`config.mk`:
```
export PLATFORM = sky130hd
export DESIGN_NAME = banked_file_map
export DESIGN_NICKNAME = d
export VERILOG_FILES = /design/src/rtl/banked_file_map.sv
export SDC_FILE = /design/constraint.sdc
export NUM_CORES = 1
export LEC_CHECK = 0
export BUFFER_PORTS_ARGS = -buffer_cell sky130_fd_sc_hd__buf_4
export CAP_MARGIN = 20
export CORE_ASPECT_RATIO = 0.8
export CORE_MARGIN = 2
export CORE_UTILIZATION = 23
export CTS_BUF_LIST = sky130_fd_sc_hd__clkbuf_16
export CTS_CLUSTER_SIZE = 12
export DETAILED_ROUTE_END_ITERATION = 10
export GPL_ROUTABILITY_DRIVEN = 0
export PLACE_DENSITY_LB_ADDON = 0.2
export SYNTH_ARGS = -nofsm -noshare
export SYNTH_HDL_FRONTEND = slang
export SYNTH_SLANG_ARGS = --single-unit
```
`constraint.sdc`:
```
create_clock -name clk -period 13.61 [get_ports clk]
set_input_delay 4.083 -clock clk [delete_from_list [all_inputs] [get_ports clk]]
set_output_delay 4.083 -clock clk [all_outputs]
set_load 0.03 [all_outputs]
```
`src/rtl/banked_file_map.sv`:
```
`timescale 1ns/1ps
module banked_file_map #(
  parameter int BANKS     = 4,
  parameter int SFR_COUNT = 8,
  parameter int FSR_LOC   = 4
) (
  input  logic       clk,
  input  logic       rst_n,
  input  logic       acc_valid,
  input  logic       acc_we,
  input  logic [4:0] dir_addr,
  input  logic [7:0] wr_data,
  output logic [7:0] rd_data,
  output logic [6:0] phys_addr,
  output logic       sfr_hit
);
  localparam logic [1:0] BANK_MASK = (BANKS > 2) ? 2'b11 : (BANKS > 1) ? 2'b01 : 2'b00;
  localparam int COMMON_GP = 16 - SFR_COUNT;
  localparam int RAM_DEPTH = COMMON_GP + 16 * BANKS;
  localparam int IDX_W     = $clog2(RAM_DEPTH);

  logic [7:0]       fsr_q;
  logic [1:0]       bank;
  logic             is_ind, is_null, fsr_sel, ram_we;
  logic [6:0]       tgt;
  logic [IDX_W-1:0] ram_idx;
  logic [7:0]       ram [RAM_DEPTH];

  assign bank    = fsr_q[6:5] & BANK_MASK;
  assign is_ind  = (dir_addr == 5'd0);
  assign tgt     = is_ind ? {bank, fsr_q[4:0]} : {bank, dir_addr};
  assign is_null = is_ind && (fsr_q[4:0] == 5'd0);

  assign phys_addr = is_null ? 7'd0 : (tgt[4] ? tgt : {2'b00, tgt[4:0]});
  assign sfr_hit   = (int'(phys_addr) < SFR_COUNT);
  assign fsr_sel   = (int'(phys_addr) == FSR_LOC);
  assign ram_we    = acc_valid && acc_we && !sfr_hit;

  assign ram_idx = phys_addr[4]
    ? IDX_W'(COMMON_GP + 16 * int'(phys_addr[6:5]) + int'(phys_addr[3:0]))
    : IDX_W'(int'(phys_addr[3:0]) - SFR_COUNT);

  always_ff @(posedge clk or negedge rst_n)
    if (!rst_n)
      fsr_q <= 8'h00;
    else if (acc_valid && acc_we && fsr_sel)
      fsr_q <= {wr_data[7], wr_data[6:5] & BANK_MASK, wr_data[4:0]};

  always_ff @(posedge clk)
    if (ram_we)
      ram[ram_idx] <= wr_data;

  assign rd_data = fsr_sel ? fsr_q : (sfr_hit ? 8'h00 : ram[ram_idx]);
endmodule

```
==> results of run 1 <==
## critical path: stages
cell,delay (ns)
buf_4,0.17
nor3_1,0.10
a21oi_1,0.68
inv_1,0.51
ha_1,0.59
and2_0,0.38
nor2_1,0.17
nand2_1,0.35
o22ai_1,0.25
o41ai_1,0.97
buf_4,0.31
## worst max-delay path by stage
stage	to	slack (ns)
floorplan	rd_data[3]	1.71
global placement	rd_data[3]	1.20
detailed placement	rd_data[3]	1.29
CTS	rd_data[3]	1.27
global route	rd_data[0]	1.00
finish	rd_data[3]	0.95
## layer usage
layer / GRT usage, % / part of all wire, % / wire, um
met5: 0 / 0.013 / 10
met4: 3.69 / 2.1 / 1620
met3: 3.48 / 7.7 / 6030
met2: 22.8 / 44 / 34300
met1: 22.4 / 47 / 36500
## cell type report
cell class                 instances  share of cell area (%)
clock inverter                    47                   0.955
inverter                           7                   0.110
clock buffer                      63                    6.05
tap                             1300                    6.24
timing repair buffer              67                    2.18
sequential                       584                    67.1
multi-input combinational        775                    17.3
## registers in the layout, indices dropped and copies added (netlist names)
signal / count
ram: 576
fsr_q: 8
## logic make-up after synthesis
logic type,count (synthesis)
adders and majority gates,1
AOI/OAI and AO/OA,364
muxes,35
buffers and inverters,83
and+or+nand+nor,375
DFF,584
## per-stage QoR
stage | hold slack (ns) | power (W) | setup WS, ns | utilization, % | std cells
floorplan | 0.481 | 0.00214 | 1.71 | - | 1442
global placement | 0.520 | 0.00227 | 1.20 | 25.1 | 2732
detailed placement | 0.513 | 0.00227 | 1.29 | 25.1 | 2732
CTS | 0.542 | 0.00382 | 1.27 | 27.0 | 2842
global route | 0.570 | 0.00390 | 1.00 | 27.0 | 2843
finish | 0.557 | 0.00379 | 0.946 | 27.0 | 2843
## cells in the final DEF (no fill, tap or decap), types with 5 or more instances in the layout
cell type / instances
a221oi_1: 6
a32o_1: 5
o22a_1: 7
clkinv_1: 16
a222oi_1: 5
and2_1: 5
nor4_1: 14
o41ai_1: 7
clkinv_2: 9
buf_4: 61
edfxtp_1: 576
nand2_1: 145
nor2_1: 127
inv_1: 22
a221o_1: 5
a21oi_1: 66
o21ai_0: 27
mux2i_1: 16
or3_1: 5
nor3_1: 20
buf_12: 5
o31ai_1: 7
dfrtp_1: 8
o22ai_1: 132
o221ai_1: 26
clkbuf_16: 63
nand3_1: 27
and3_1: 9
mux2_2: 19
a22oi_1: 6
a31oi_1: 26
## power by group through the flow
stage / combinational [W] / sequential (W) / clock (W)
after global placement: 0.000244 / 0.00203 / 0
final: 0.000246 / 0.00199 / 0.00156
after floorplan: 0.000112 / 0.00202 / 0
after global routing: 0.000257 / 0.00199 / 0.00165
after detailed placement: 0.000244 / 0.00203 / 0
after CTS: 0.000245 / 0.00199 / 0.00158
==> reports/metrics.yaml, run 1 <==
synth_most_common_cell: "edfxtp_1"
yosys_register_bits: 584
holdCritPathClass: "flop to flop"
cts-buffers-inserted: 61
initial_utilization_pct: 23.2
slew_headroom_pct: 20.8
synth_common_cells: "576 x edfxtp_1, 146 x nand2_1, 132 x o22ai_1"
drive_gt1_share_pct: 12.1
drt_wl_total_um: 78400
irDropWorstVdd_v: 0.000109
final_max_slew_viol_count: 0
grt_max_degree: 74
num_io_pins: 33
sw_frac_of_total_pct: 23.4
port-buffer-count: 32
grt_use_total_pct: 15.3
yosys_most_used_dff: "edfxtp_1"
holdPathStages: 1
fin_crit_ns: 12.66
placed_area_um2: 24200
critPathCaptureType: "output pin"
grt-ovfl-total: 0
power_density_nw_per_um2: 145
seq_power_share_pct: 52.5
vias: 13900
pwr-share-comb_pct: 6.5
synth_edf_count: 576
cts-root-buf: "clkbuf_16"
clock_latency_ns: 0.64
clkTransAtPathRegs_ns: 0.06
rsz0062_at_grt: "no"
clock.fmax_ghz: 0.0790
cts_sinks: 584
layout.nets: 1514
synth.distinct_cells: 64
ant_nets: 0
start_kind: "primary input"
maxCapViolCount: 0
setup_tns_ns: 0
grt_pass1_wl_um: 110000
cts.htree.levels: 2
rrSetupSlack_ns: 8.91
multi_input_area_um2: 4520
worstMarginPinSlew_ns: 1.18
required_ns: 9.53
cts.path.max_buffers: 3
clock_skew_ns: 0.0242
ys.warnings.count: 0
cp-startpoint: "dir_addr[2]"
drc_errors: 0
grt_pass1_vias: 13700
dp_hpwl_um: 48400
first_pass_iters: 6
setup_violations: 0
hold_violations: 0
postCtsSetupRepairBufs: 0
stdcell_area_um2: 26100
synth_fa_ha_area_share_pct: 0.0559
cp_data_arrival_time_ns: 8.58
reg2reg_depth: 8
power_switching_w: 0.000886
die_x_um: 353
synth.avg_cell_area_um2: 15.5
regArea_um2: 17500
p_leak_nw: 8.05
wl_per_cell_um: 27.6
status: "finished, final reports clean"
synthSimpleGateAreaFrac_pct: 7.32
cts.repair.resized: 0
diodes: 0
synth_top_family_by_area: "compound AO/OA/AOI/OAI gates"
synth-compound-area-share_pct: 10.9
synthMuxAreaShare_pct: 1.67
antenna_found_initial: 2
synth-xor-area-share_pct: 0
p_int_w: 0.00291
hp-start: "fsr_q[7]"
fillers: 9800
synthTopCellsByArea: "edfxtp_1 77%, o22ai_1 3.7%, nand2_1 2.4%, nor2_1 2.1%, a21oi_1 1.5%"
routed_via_density: 4.89
synthCells: 1442
rows: 102
reg2reg_from: "fsr_q[3]"
synth_fp_nets: 1460
worst-path-max-fanout: 16
syn_area_um2: 22400
r2r_end: "ram[61][4]"
async_reset_ff_share_pct: 1.37
synthToLayoutAreaGrowth_pct: 16.4
post-route-period-util_pct: 93.0
die-area_um2: 99900
p_clk_share_pct: 41.0
synth_top_area_cell: "edfxtp_1"
core_area_um2: 96600
cts_tree: "built"
drtIter0Drc: 1671
seq_area_frac_synth_pct: 78.1
holdBufCountCts: 0
critPathKind: "primary input to output pin"
fp.dieH_um: 283
synth_top_cell_area_share_pct: 77.2
hold_end: "fsr_q[7]"
No activity file was read; power rests on OpenSTA's default activity.
==> inputs of run 2 (changes only) <==
--- a/config.mk
+++ b/config.mk
@@ -7,7 +7,7 @@
 export LEC_CHECK = 0
 export BUFFER_PORTS_ARGS = -buffer_cell sky130_fd_sc_hd__buf_4
 export CAP_MARGIN = 20
-export CORE_ASPECT_RATIO = 0.8
+export CORE_ASPECT_RATIO = 1.4
 export CORE_MARGIN = 2
 export CORE_UTILIZATION = 23
 export CTS_BUF_LIST = sky130_fd_sc_hd__clkbuf_16
==> reports/metrics.yaml, run 2 (synthesized netlist as in run 1, its figures left out) <==
clkTransAtPathRegs_ns: 0.07
grt_pass1_wl_um: 109000
die_x_um: 268
slew_headroom_pct: 28.1
grt_use_total_pct: 15.4
p_leak_nw: 7.84
mostFrequentLayoutCells: "576 x edfxtp_1, 145 x nand2_1, 132 x o22ai_1, 128 x nor2_1, 66 x a21oi_1"
top_register: "ram"
drive_gt1_share_pct: 11.4
ant_nets: 0
die-area_um2: 99900
fp.dieH_um: 373
grt-ovfl-total: 0
cts_tree: "built"
fin_crit_ns: 13.10
dp_hpwl_um: 48200
clock_skew_ns: 0.0377
placed_area_um2: 24300
largest_register_ffs: 576
stdcell_area_um2: 25800
first_pass_iters: 7
drtIter0Drc: 1082
cp_data_arrival_time_ns: 9.02
maxCapViolCount: 0
setup_violations: 0
irDropWorstVdd_v: 0.0000952
start_kind: "primary input"
fin_util_pct: 26.7
core_area_um2: 96600
hold_violations: 0
power_w: 0.00362
cts.htree.levels: 2
routed_via_density: 4.78
grt_max_degree: 74
drt_wl_total_um: 77700
top_regs: "ram (576), fsr_q (8)"
synthToLayoutAreaGrowth_pct: 15.0
worstMarginPinSlew_ns: 1.08
port-buffer-count: 32
clock.fmax_ghz: 0.0763
layout.nets: 1510
cts_sinks: 584
grt_pass1_vias: 13600
diodes: 0
cts.path.max_buffers: 3
worst-path-max-fanout: 16
wl_per_cell_um: 27.7
clock_latency_ns: 0.61
critPathCaptureType: "output pin"
cts-root-buf: "clkbuf_16"
power_density_nw_per_um2: 141
required_ns: 9.53
dp.cells: 2735
num_io_pins: 33
drc_errors: 0
final_common_cell: "edfxtp_1"
holdBufCountCts: 0
initial_utilization_pct: 23.2
postCtsSetupRepairBufs: 0
setup_tns_ns: 0
final_max_slew_viol_count: 0
status: "finished, final reports clean"
cts.repair.resized: 0
stdcell_count: 2805
post-route-period-util_pct: 96.2
vias: 13400
holdCritPathClass: "flop to flop"
cts-buffers-inserted: 56
antenna_found_initial: 1
rsz0062_at_grt: "no"
critPathKind: "primary input to output pin"
rows: 135
run 2: routing by layer:
metal | GRT usage [%] | wire (um) | up-vias
li1 | - | - | 5819
met1 | 18.8 | 31400 | 7065
met2 | 27.4 | 40200 | 401
met3 | 1.83 | 3120 | 131
met4 | 5.96 | 3060 | 0
met5 | 0 | 0 | -
run 2: layout make-up:
cell class | instances | area (um^2)
Tap cell | 1301 | 1630
Clock buffer | 56 | 1400
Inverter | 7 | 28.8
Fill cell | 9881 | 70900
Sequential cell | 584 | 17500
Clock inverter | 14 | 81.3
Multi-Input combinational cell | 775 | 4510
Timing Repair Buffer | 68 | 602
run 2: path summary, 6_finish.rpt:
check,slack [ns],depth (start not counted),from,endpoint
min in group asynchronous,3.28,1,rst_n,fsr_q[5]
max in group asynchronous,10.18,1,rst_n,fsr_q[4]
worst min-delay path,0.52,1,fsr_q[7],fsr_q[7]
worst min register to register,0.52,1,fsr_q[7],fsr_q[7]
worst max-delay path,0.51,11,dir_addr[2],rd_data[0]
worst max register to register,8.77,8,fsr_q[3],ram[54][2]
run 2: through the flow:
stage	hold slack, ns	setup slack, ns
after floorplan	0.481	1.71
after CTS	0.521	0.688
after detailed placement	0.506	0.716
after global routing	0.534	0.460
after global placement	0.497	0.531
final	0.524	0.511
run 2: worst max-delay path, stage by stage:
cell      delay [ns]
buf_4           0.17
nor3_1          0.11
a21oi_1         0.68
inv_1           0.58
ha_1            0.62
and2_0          0.58
o221ai_1        0.30
nor4_1          0.71
o311ai_1        0.30
a222oi_1        0.61
buf_4           0.26
run 2: power by group:
part	internal [W]	switching, W
registers	0.00198	0.00000680
logic	0.0000612	0.000183
clock network	0.000728	0.000658
